### src/rtl/pdec_pkg.sv
package pdec_pkg;
  localparam int unsigned ADDR_W  = 32;
  localparam int unsigned SLOT_W  = 7;
  localparam int unsigned SLOTS   = 1 << SLOT_W;
  localparam int unsigned SLOT_LO = 14;              // 16 KB slots
  localparam int unsigned TAG_LO  = SLOT_LO + SLOT_W; // 2 MB windows
  localparam int unsigned TAG_W   = ADDR_W - TAG_LO;
  localparam int unsigned OFF_W   = SLOT_LO - 2;     // word offset bits
  localparam int unsigned WID_W   = 4;

  typedef logic [SLOTS*WID_W-1:0] width_tbl_t;

  // spread decode widths over 0..OFF_W so defaults exercise many sizes
  function automatic width_tbl_t spread_widths(int unsigned seed);
    width_tbl_t t;
    t = '0;
    for (int unsigned i = 0; i < SLOTS; i++)
      t[i*WID_W +: WID_W] = WID_W'((i * 5 + seed) % (OFF_W + 1));
    return t;
  endfunction

  localparam logic [TAG_W-1:0] LS_TAG_DEF = 11'h700;
  localparam logic [TAG_W-1:0] HS_TAG_DEF = 11'h7FF;
  localparam logic [SLOTS-1:0] LS_POP_DEF = 128'h8000_0000_0000_0000_0000_0000_0000_0CAF;
  localparam logic [SLOTS-1:0] HS_POP_DEF = 128'h8000_0000_0000_0000_0000_0000_0000_0001;
  localparam width_tbl_t       LS_WID_DEF = spread_widths(1);
  localparam width_tbl_t       HS_WID_DEF = spread_widths(7);
endpackage

### src/rtl/pdec_region.sv
module pdec_region
  import pdec_pkg::*;
#(
  parameter logic [TAG_W-1:0] TAG    = LS_TAG_DEF,
  parameter logic [SLOTS-1:0] POP    = LS_POP_DEF,
  parameter width_tbl_t       WIDTHS = LS_WID_DEF
) (
  input  logic [TAG_W-1:0]  tag_i,
  input  logic [SLOT_W-1:0] slot_i,
  output logic              hit_o,
  output logic              pop_o,
  output logic [WID_W-1:0]  width_o
);
  assign hit_o   = (tag_i == TAG);
  assign pop_o   = hit_o & POP[slot_i];
  assign width_o = hit_o ? WIDTHS[slot_i*WID_W +: WID_W] : '0;
endmodule

### src/rtl/pdec_offset_mask.sv
module pdec_offset_mask
  import pdec_pkg::*;
(
  input  logic [OFF_W-1:0] off_i,
  input  logic [WID_W-1:0] width_i,
  output logic [OFF_W-1:0] off_o
);
  // keep only the bits the peripheral decodes; the rest alias
  for (genvar b = 0; b < OFF_W; b++) begin : g_bit
    assign off_o[b] = off_i[b] & (width_i > WID_W'(b));
  end
endmodule

### src/rtl/pdec_onehot.sv
module pdec_onehot
  import pdec_pkg::*;
(
  input  logic              en_i,
  input  logic [SLOT_W-1:0] idx_i,
  output logic [SLOTS-1:0]  vec_o
);
  for (genvar k = 0; k < SLOTS; k++) begin : g_slot
    assign vec_o[k] = en_i & (idx_i == SLOT_W'(k));
  end
endmodule

### src/rtl/periph_addr_decode.sv
module periph_addr_decode
  import pdec_pkg::*;
#(
  parameter logic [TAG_W-1:0] LS_TAG    = LS_TAG_DEF,
  parameter logic [TAG_W-1:0] HS_TAG    = HS_TAG_DEF,
  parameter logic [SLOTS-1:0] LS_POP    = LS_POP_DEF,
  parameter logic [SLOTS-1:0] HS_POP    = HS_POP_DEF,
  parameter width_tbl_t       LS_WIDTHS = LS_WID_DEF,
  parameter width_tbl_t       HS_WIDTHS = HS_WID_DEF
) (
  input  logic              valid_i,
  input  logic              is_fetch_i,
  input  logic [ADDR_W-1:0] addr_i,
  output logic [SLOTS-1:0]  ls_sel_o,
  output logic [SLOTS-1:0]  hs_sel_o,
  output logic [SLOT_W-1:0] slot_idx_o,
  output logic [OFF_W-1:0]  word_off_o,
  output logic              fetch_abort_o,
  output logic              data_abort_o
);
  logic [TAG_W-1:0]  tag;
  logic [SLOT_W-1:0] slot;
  logic [OFF_W-1:0]  raw_off, masked_off;
  logic [1:0]        byte_lane_unused;
  logic              ls_hit, hs_hit, ls_pop, hs_pop;
  logic [WID_W-1:0]  ls_wid, hs_wid, sel_wid;
  logic              any_hit, data_ok, ls_en, hs_en;

  assign tag              = addr_i[ADDR_W-1:TAG_LO];
  assign slot             = addr_i[TAG_LO-1:SLOT_LO];
  assign raw_off          = addr_i[SLOT_LO-1:2];
  assign byte_lane_unused = addr_i[1:0]; // registers are word aligned

  pdec_region #(.TAG(LS_TAG), .POP(LS_POP), .WIDTHS(LS_WIDTHS)) u_ls (
    .tag_i(tag), .slot_i(slot), .hit_o(ls_hit), .pop_o(ls_pop), .width_o(ls_wid)
  );
  pdec_region #(.TAG(HS_TAG), .POP(HS_POP), .WIDTHS(HS_WIDTHS)) u_hs (
    .tag_i(tag), .slot_i(slot), .hit_o(hs_hit), .pop_o(hs_pop), .width_o(hs_wid)
  );

  assign any_hit = valid_i & (ls_hit | hs_hit);
  assign data_ok = valid_i & ~is_fetch_i;
  assign ls_en   = data_ok & ls_pop;
  assign hs_en   = data_ok & hs_pop;

  pdec_onehot u_ls_sel (.en_i(ls_en), .idx_i(slot), .vec_o(ls_sel_o));
  pdec_onehot u_hs_sel (.en_i(hs_en), .idx_i(slot), .vec_o(hs_sel_o));

  assign sel_wid = ls_en ? ls_wid : (hs_en ? hs_wid : '0);

  pdec_offset_mask u_off (.off_i(raw_off), .width_i(sel_wid), .off_o(masked_off));

  assign word_off_o    = (ls_en | hs_en) ? masked_off : '0;
  assign slot_idx_o    = any_hit ? slot : '0;
  assign fetch_abort_o = any_hit & is_fetch_i;
  assign data_abort_o  = any_hit & ~is_fetch_i & ~(ls_pop | hs_pop);
endmodule

### config.mk
export PLATFORM = sky130hd
export DESIGN_NAME = periph_addr_decode
export DESIGN_NICKNAME = d
export VERILOG_FILES = /design/src/rtl/pdec_pkg.sv /design/src/rtl/pdec_region.sv /design/src/rtl/pdec_offset_mask.sv /design/src/rtl/pdec_onehot.sv /design/src/rtl/periph_addr_decode.sv
export SDC_FILE = /design/constraint.sdc
export NUM_CORES = 1
export LEC_CHECK = 0
export ABC_AREA = 1
export BUFFER_PORTS_ARGS = -buffer_cell sky130_fd_sc_hd__buf_2
export CAP_MARGIN = 40
export CORE_AREA = 2 2 119 121
export DETAILED_ROUTE_END_ITERATION = 12
export DIE_AREA = 0 0 121 123
export PLACE_DENSITY = 0.59
export SLEW_MARGIN = 15
export SYNTH_ARGS = -nofsm -noshare
export SYNTH_HDL_FRONTEND = slang
export SYNTH_SLANG_ARGS = --single-unit
### constraint.sdc
create_clock -name vclk -period 4.1
set_input_delay 0 -clock vclk [all_inputs]
set_output_delay 0 -clock vclk [all_outputs]
set_load 0.1 [all_outputs]
== Word level (Yosys, flattened, before mapping) ==
Memories as Yosys holds them, arrays and structs flattened.
Index checks and enable logic that the tools add are counted.

* Order comparisons: 13
* Equality and inequality tests: 129
* Shifts and indexed selects: 2
* Muxes and demuxes: 8
* Bitwise gates (word level): 282
* Reduce and logical (&&, ||, !) cells: 1

{| class="wikitable"
|+ Operators with widths
! operator !! count
|-
| $shiftx A512 B10 Y4 const A || 2
|-
| $eq A7 B7 Y1 const B || 64
|-
| $and A1 B1 Y1 || 277
|-
| $eq A7 B6 Y1 const B || 32
|-
| $eq A7 B5 Y1 const B || 16
|-
| $eq A7 B4 Y1 const B || 8
|-
| $eq A7 B3 Y1 const B || 4
|-
| $eq A11 B11 Y1 const B || 2
|-
| $gt A4 B3 Y1 const B || 4
|-
| $gt A4 B4 Y1 const B || 4
|-
| $mux W4 || 4
|-
| $eq A7 B2 Y1 const B || 2
|-
| $mux W12 || 1
|-
| $gt A4 B1 Y1 const B || 2
|-
| $gt A4 B2 Y1 const B || 2
|-
| $lt A7 B8 Y1 const B || 1
|-
| $eq A7 B1 Y1 const B || 1
|-
| $logic_not A7 Y1 || 1
|-
| $mux W7 || 1
|-
| $or A1 B1 Y1 || 3
|-
| $mux W1 || 2
|-
| $not A1 Y1 || 2
|}

* Bits in registers: 0
* Memory bits (read-only): 256
* Input port bits: 34
* Output and inout bits: 277
* Logic and storage cells: 437
* Memories: 2

{| class="wikitable"
|+ Memory list
! memory !! words !! width !! read ports !! clocked after Yosys merged registers in !! write ports !! RTL line !! RTL
|-
| (name not given) || 128 || 1 || 1 || 0 || 0 || pdec_region.sv:15 || <nowiki>assign pop_o = hit_o & POP[slot_i];</nowiki>
|-
| (name not given) || 128 || 1 || 1 || 0 || 0 || pdec_region.sv:15 ||
|}

== Longest topological paths before layout ==
Gate-level depths: netlist (run 1).

* Word-level depth: 9
* Gate-level depth with buffers: 16
* Mapped depth without buffers: 16

== Cells and area by module ==
From an unflattened synthesis (run 1), not the netlist that was laid out.

* Cells, all modules: 935
* Area, all modules: 4314.1 um^2

{| class="wikitable"
|+ Modules (own cells, without submodules)
! module !! instances !! cells an instance !! area an instance (um^2) !! seq. area each (um^2)
|-
| pdec_onehot || 2 || 196 || 799.5 || 0.0
|-
| pdec_region (u_ls) || 1 || 228 || 1133.6 || 0.0
|-
| pdec_region (u_hs) || 1 || 214 || 1084.8 || 0.0
|-
| periph_addr_decode || 1 || 65 || 326.6 || 0.0
|-
| pdec_offset_mask || 1 || 36 || 170.2 || 0.0
|}

== Least setup slack after synthesis (run 1) ==
No wires, ideal clock.

* Path kind: input-to-output
* Start: in addr_i[16]
* End: out ls_sel_o[10]
* Data arrival time: 3.834 ns
* Data required time: 4.100 ns
* Slack: 0.266 ns
* Cell stages on the path: 10
* Buffers on the path: 3
* Path through: buf_6 > inv_4 > buf_4 > ha_1 > or2_0 > nand3_1 > nand2_2 > nand3_2 > buf_2 > nor4_1

* Longest elaborated chain between the ends: 5
* Elaborated cells on any way between the ends: 6
* Those cells by class: eq/ne (1); mux (1); bitwise (3); memory (1)

{| class="wikitable"
|+ RTL lines
! element !! RTL line !! RTL
|-
| from (decl) || periph_addr_decode.sv:13 || <nowiki>input logic [ADDR_W-1:0] addr_i,</nowiki>
|-
| $mem_v2 Z128 W1 || - ||
|-
| $mux W1 (not written as such) || pdec_region.sv:15 ||
|-
| $and A1 B1 Y1 || pdec_region.sv:15 ||
|-
| $and A1 B1 Y1 || periph_addr_decode.sv:43 || <nowiki>assign ls_en = data_ok & ls_pop;</nowiki>
|-
| $and A1 B1 Y1 * || pdec_onehot.sv:9 || <nowiki>assign vec_o[k] = en_i & (idx_i == SLOT_W'(k));</nowiki>
|-
| to (decl) || periph_addr_decode.sv:14 || <nowiki>output logic [SLOTS-1:0] ls_sel_o,</nowiki>
|}

Every way passes the cells marked *; elsewhere a longest branch is shown, timed or not. The select of a mux whose other input is x is not followed.

== Final worst setup path (run 1) ==
* Start: in addr_i[16]
* End: out word_off_o[5]

* Longest elaborated chain between the ends: 9
* Elaborated cells on any way between the ends: 18
* Those cells by class: order compare (1); shift (2); mux (7); bitwise (6); memory (2)

{| class="wikitable"
|+ RTL lines
! element !! RTL line !! RTL
|-
| $mem_v2 Z128 W1 || - ||
|-
| $mux W1 (not written as such) || pdec_region.sv:15 ||
|-
| $and A1 B1 Y1 || pdec_region.sv:15 ||
|-
| $and A1 B1 Y1 || periph_addr_decode.sv:44 || <nowiki>assign hs_en = data_ok & hs_pop;</nowiki>
|-
| $mux W4 (2 in series) || periph_addr_decode.sv:49 || <nowiki>assign sel_wid = ls_en ? ls_wid : (hs_en ? hs_wid : '0);</nowiki>
|-
| $gt A4 B3 Y1 || pdec_offset_mask.sv:10 || <nowiki>assign off_o[b] = off_i[b] & (width_i > WID_W'(b));</nowiki>
|-
| $and A1 B1 Y1 || pdec_offset_mask.sv:10 ||
|-
| $mux W12 * || periph_addr_decode.sv:53 || <nowiki>assign word_off_o = (ls_en | hs_en) ? masked_off : '0;</nowiki>
|-
| to (decl) || periph_addr_decode.sv:17 || <nowiki>output logic [OFF_W-1:0] word_off_o,</nowiki>
|}

Marks and branches as above.

==> impl_metrics.py, run 1 <==
metrics = {
    "run_status": {
        "status": "completed",
    },
    "setup_path": {
        "crit_start": "addr_i[16]",
        "critPathLaunchType": "primary input",
        "crit_fanout": 36,
        "cp_data_required_time_ns": 4.10,
        "cp-end-kind": "output pin",
        "crit_type": "in2out",
        "worstPathArrival_ns": 2.84,
    },
    "finish": {
        "fillers": 1625,
        "layout.nets": 746,
        "design.seq.count": 0,
        "area_growth_pct": -9.02,
        "diodes": 0,
        "seqCellArea_um2": 0,
        "clock_buffers": 0,
        "fin_area_um2": 3340,
        "drive_gt1_frac": 0.161,
    },
    "detailed_routing": {
        "drt.antenna.violating_nets": 0,
        "dr.pass1.iters": 5,
        "wl_mm": 9.38,
        "vias_per_cell": 3.99,
        "drtIter0Drc": 224,
        "wl_per_cell_um": 10.7,
        "via_count": 3516,
        "drt_drc_violations_left": 0,
    },
    "timing": {
        "drv_slew": 0,
        "period_share": 0.692,
        "setup_viol": 0,
        "rsz0062_at_grt": "false",
        "fmax_ghz": 0.352,
        "slew_headroom": 0.461,
        "finalSetupTns_ns": 0,
        "worstMarginPinSlew_ns": 0.803,
        "finalHoldViolCount": 0,
        "fin_crit_ns": 2.84,
    },
    "floorplanning": {
        "fp.dieW_um": 121,
        "initial_utilization": 0.270,
        "die_h_um": 123,
        "num_rows": 43,
        "dieArea_um2": 14900,
        "num_io_pins": 311,
        "core_um2": 13600,
    },
    "power": {
        "ir_drop_mv": 0.177,
        "p_per_area_nw_per_um2": 327,
        "total_leakage_power_uw": 0.00208,
    },
    "synthesis": {
        "syn_inst": 638,
        "yosys_warnings": 0,
        "yosysSeqAreaShare": 0,
        "synth_area_um2": 3680,
        "synth_cell_types": 33,
        "avgSynthCellArea_um2": 5.76,
    },
    "min_path": {
        "worstHoldStart": "is_fetch_i",
        "hp-class": "in2out",
    },
    "placement": {
        "postPlaceCellArea_um2": 3340,
        "place_hpwl_mm": 7.71,
        "portBuffers": 81,
        "gp_congestion": 0.916,
    },
    "global_routing": {
        "grt_pass1_wl_mm": 14.0,
        "grt_overflow": 0,
        "grt_max_degree": 37,
        "grt.total_usage": 0.111,
        "antenna_found_initial": 0,
        "grt_pass1_vias": 2899,
    },
    "clocking": {
        "cts_resized": 0,
        "cts_setup_buffers": 0,
        "cts_hold_buf": 0,
    },
    "job": {
        "cap_violations": 0,
    },
}
per-stage QoR:
step / total power (uW) / worst slack [ns] / utilization / hold WS [ns] / std cells
5_1_grt: 1130 / 0.960 / 0.246 / 0.454 / 881
6_report: 1090 / 1.26 / 0.246 / 0.426 / 881
3_5_place_dp: 1080 / 1.26 / 0.246 / 0.421 / 881
4_1_cts: 1080 / 1.25 / 0.246 / 0.422 / 881
2_1_floorplan: 1210 / 0.266 / - / 0.256 / 865
3_3_place_gp: 1080 / 1.27 / 0.245 / 0.418 / 880
per-layer routing:
metal | up-vias | global-route usage | part of all wire | wire [um]
met5 | - | 0 | 0 | 0
met4 | 0 | 0.0298 | 0.024 | 224
met1 | 1570 | 0.134 | 0.36 | 3390
met3 | 14 | 0.00323 | 0.085 | 799
met2 | 235 | 0.216 | 0.53 | 4970
li1 | 1697 | - | - | -
report_power, final:
group | total, uW | internal (uW) | leakage, uW | switching, uW
Clock | 0 | 0 | 0 | 0
Combinational | 1090 | 57.8 | 0.00208 | 1040
Sequential | 0 | 0 | 0 | 0
kinds of logic after synthesis:
| logic type | synth area share |
|---|---|
| adder cells (fa/ha/maj) | 0.0306 |
| buffers and inverters | 0.534 |
| AO/OA/AOI/OAI | 0.0378 |
| AND/OR/NAND/NOR | 0.397 |
| other | 0.00102 |
final timing paths:
| path | slack, ns | depth (start not counted) | end |
|---|---|---|---|
| setup / recovery | 1.26 | 14 | word_off_o[5] |
| hold / removal | 0.43 | 3 | data_abort_o |
Yosys cell counts:
library cell  number  area [um^2]
clkbuf_1           2         7.51
ha_1               9          113
nor2_2             4         25.0
nor2_1            54          203
conb_1             1         3.75
nor3b_1            1         7.51
inv_1             25         93.8
buf_2             10         50.1
o21ai_1            3         15.0
a21oi_1           11         55.1
nor3_1             5         25.0
a21oi_4            1         16.3
inv_2              8         30.0
nor4_1             8         50.1
or2_2              1         6.26
nor3_4             1         16.3
nand3_1           79          395
buf_6              2         22.5
nand4_1           10         62.6
inv_4              1         6.26
o21ai_0            6         30.0
buf_4            233         1750
o21bai_1           2         15.0
o211ai_1           1         7.51
and3_1             1         6.26
nand2_1          143          537
nand3_2            2         20.0
or2_0              1         6.26
nor2_4             1         11.3
nor3b_2            1         12.5
nand3_4            1         17.5
clkinv_1           1         3.75
nand2_2            9         56.3
cells in the final DEF (no fill, tap or decap), drive strengths merged, types with 6 or more instances in the layout:
master / Yosys / final
a21oi: 12 / 12
buf: 245 / 83
conb: 1 / 228
ha: 9 / 9
inv: 34 / 34
nand2: 152 / 152
nand3: 82 / 82
nand4: 10 / 10
nor2: 59 / 59
nor3: 6 / 6
nor4: 8 / 8
o21ai: 9 / 9
critical path, cell delays in order:
cell and delay [ns]:
buf_2 0.53, inv_4 0.20, ha_1 0.24, or2_0 0.21, nand3_1 0.12, nand2_2 0.08, nand3_2 0.34, nor2_1 0.10
nand2_1 0.11, nand3_4 0.12, nand2_2 0.12, inv_2 0.05, nor3b_2 0.15, buf_2 0.44
area by class of cell:
type                       instances  area [um^2]  share of cell area
timing repair buffer              83          420               0.126
tap                              180          225              0.0673
multi-input combinational        583         2560               0.767
inverter                          35          134              0.0400
Power figures use the tool's default switching activity.
==> inputs of run 2 (changes only) <==
--- a/config.mk
+++ b/config.mk
@@ -8,10 +8,10 @@
 export ABC_AREA = 1
 export BUFFER_PORTS_ARGS = -buffer_cell sky130_fd_sc_hd__buf_2
 export CAP_MARGIN = 40
-export CORE_AREA = 2 2 119 121
+export CORE_AREA = 2 2 120 122
 export DETAILED_ROUTE_END_ITERATION = 12
-export DIE_AREA = 0 0 121 123
-export PLACE_DENSITY = 0.59
+export DIE_AREA = 0 0 122 124
+export PLACE_DENSITY = 0.58
 export SLEW_MARGIN = 15
 export SYNTH_ARGS = -nofsm -noshare
 export SYNTH_HDL_FRONTEND = slang
==> constraint.sdc (replaced) <==
create_clock -name vclk -period 2.9
set_input_delay 0 -clock vclk [all_inputs]
set_output_delay 0 -clock vclk [all_outputs]
set_load 0.1 [all_outputs]
==> run 2 against run 1 <==
Compared with the run above:
- total power increased by 42%
- design area is 6.2% higher
- final cell count increased by 0.57%
- global-route usage barely moved
- count of clock-buffer cells in the layout did not move
- non-clock buffer count increased by 5
- hold slack worse by 0.061 ns
- die area up 1.6%
- worst setup slack worse by 0.83 ns
- utilization increased by 1.3 points
- wire length grew 0.55%
- first-iteration DRC count shrank 8.5%
==> impl_metrics.py, run 2 (synthesis gave the netlist of run 1 again) <==
metrics = {
    "run_status": {
        "status": "completed",
    },
    "clocking": {
        "cts_hold_buf": 0,
        "cts_setup_buffers": 0,
        "cts_resized": 0,
    },
    "timing": {
        "setup_viol": 0,
        "drv_slew": 0,
        "worstMarginPinSlew_ns": 0.879,
        "rsz0062_at_grt": "false",
        "fmax_ghz": 0.405,
        "finalHoldViolCount": 0,
        "fin_crit_ns": 2.47,
        "slew_headroom": 0.410,
        "period_share": 0.851,
    },
    "power": {
        "ir_drop_mv": 0.264,
        "internal-power_uw": 84.7,
        "clkPwrFrac": 0,
        "seqPwrFrac": 0,
        "swShare": 0.945,
        "p_total_uw": 1550,
        "p_switching_uw": 1460,
        "combPwrFrac": 1.000,
        "p_per_area_nw_per_um2": 436,
        "total_leakage_power_uw": 0.00213,
    },
    "finish": {
        "drive_gt1_frac": 0.173,
        "diodes": 0,
        "clock_buffers": 0,
        "final_core_util": 0.259,
        "seqCellArea_um2": 0,
        "final_common_cell": "conb_1",
        "final_cell_mix": "228 x conb_1, 143 x nand2_1, 79 x nand3_1",
        "design.seq.count": 0,
        "layout.nets": 751,
        "area_growth_pct": -3.37,
        "post_layout_nonfiller_instances": 886,
    },
    "detailed_routing": {
        "via_count": 3513,
        "wl_per_cell_um": 10.6,
        "vias_per_cell": 3.97,
        "drt.antenna.violating_nets": 0,
        "drtIter0Drc": 205,
        "wl_mm": 9.44,
        "dr.pass1.iters": 5,
        "drt_drc_violations_left": 0,
    },
    "global_routing": {
        "antenna_found_initial": 0,
        "globalRouteMet1Util": 0.131,
        "grt.total_usage": 0.111,
        "grt_pass1_vias": 2922,
        "grt_max_degree": 21,
        "gr-usage-met2": 0.213,
        "grt_overflow": 0,
        "top_usage_layer": "met2",
        "met3_usage": 0.00275,
        "grt_pass1_wl_mm": 13.9,
    },
    "placement": {
        "portBuffers": 81,
        "placed_cells": 886,
        "place_hpwl_mm": 7.91,
        "gp_congestion": 0.909,
    },
    "setup_path": {
        "crit_start": "addr_i[14]",
        "crit_fanout": 10,
        "cp_data_required_time_ns": 2.90,
        "worstPathArrival_ns": 2.47,
        "crit_type": "in2out",
        "critPathLaunchType": "primary input",
        "worstSetupEndpoint": "word_off_o[5]",
        "cp-end-kind": "output pin",
    },
    "floorplanning": {
        "fp.dieW_um": 122,
        "initial_utilization": 0.268,
        "num_rows": 43,
        "die_h_um": 124,
        "dieArea_um2": 15100,
        "num_io_pins": 311,
        "core_um2": 13700,
    },
    "min_path": {
        "hp-class": "in2out",
    },
    "job": {
        "cap_violations": 0,
    },
}
[run 2: power groups by stage]
stage          registers, uW  clock network, uW  logic, uW
3_5_place_dp               0                  0       1540
6_report                   0                  0       1550
2_1_floorplan              0                  0       1710
5_1_grt                    0                  0       1610
3_3_place_gp               0                  0       1540
4_1_cts                    0                  0       1540
[run 2: layout make-up]
class	count	area (um^2)
multi-input combinational	583	2580
inverter	35	134
tap	180	225
timing repair buffer	88	608
fill	1618	10200
[run 2: worst min path at each step]
stage | start | to | slack, ns | depth (start not counted)
after floorplan | is_fetch_i | data_abort_o | 0.18 | 1
after global placement | addr_i[11] | word_off_o[9] | 0.37 | 4
after detailed placement | addr_i[11] | word_off_o[9] | 0.37 | 4
after CTS | addr_i[11] | word_off_o[9] | 0.37 | 4
after global routing | addr_i[11] | word_off_o[9] | 0.39 | 4
final | addr_i[11] | word_off_o[9] | 0.36 | 4
[run 2: critical path, stage by stage]
cell and delay (ns):
buf_2 0.16, inv_1 0.28, ha_1 0.28, inv_1 0.15, nand2_1 0.24, nand3_1 0.18, nand2_1 0.09, nand2_1 0.07
nor2_1 0.12, nor2_1 0.05, nand2_1 0.09, nand3_4 0.13, nand2_2 0.13, inv_2 0.05, nor3b_2 0.23, buf_12 0.21
[run 2: per-layer routing]
layer,wire [um],vias to the layer above
met5,0,-
met3,756,23
met1,3400,1550
li1,-,1714
met2,4950,226
met4,325,0
[run 2: metrics by stage]
step	setup slack [ns]	hold slack [ns]	area, um^2	setup TNS [ns]
after floorplan	-0.934	0.184	4550	-7.61
after global placement	0.520	0.366	3550	0
after detailed placement	0.477	0.370	3550	0
after CTS	0.468	0.370	3550	0
after global routing	0.218	0.390	3550	0
final	0.433	0.365	3550	0
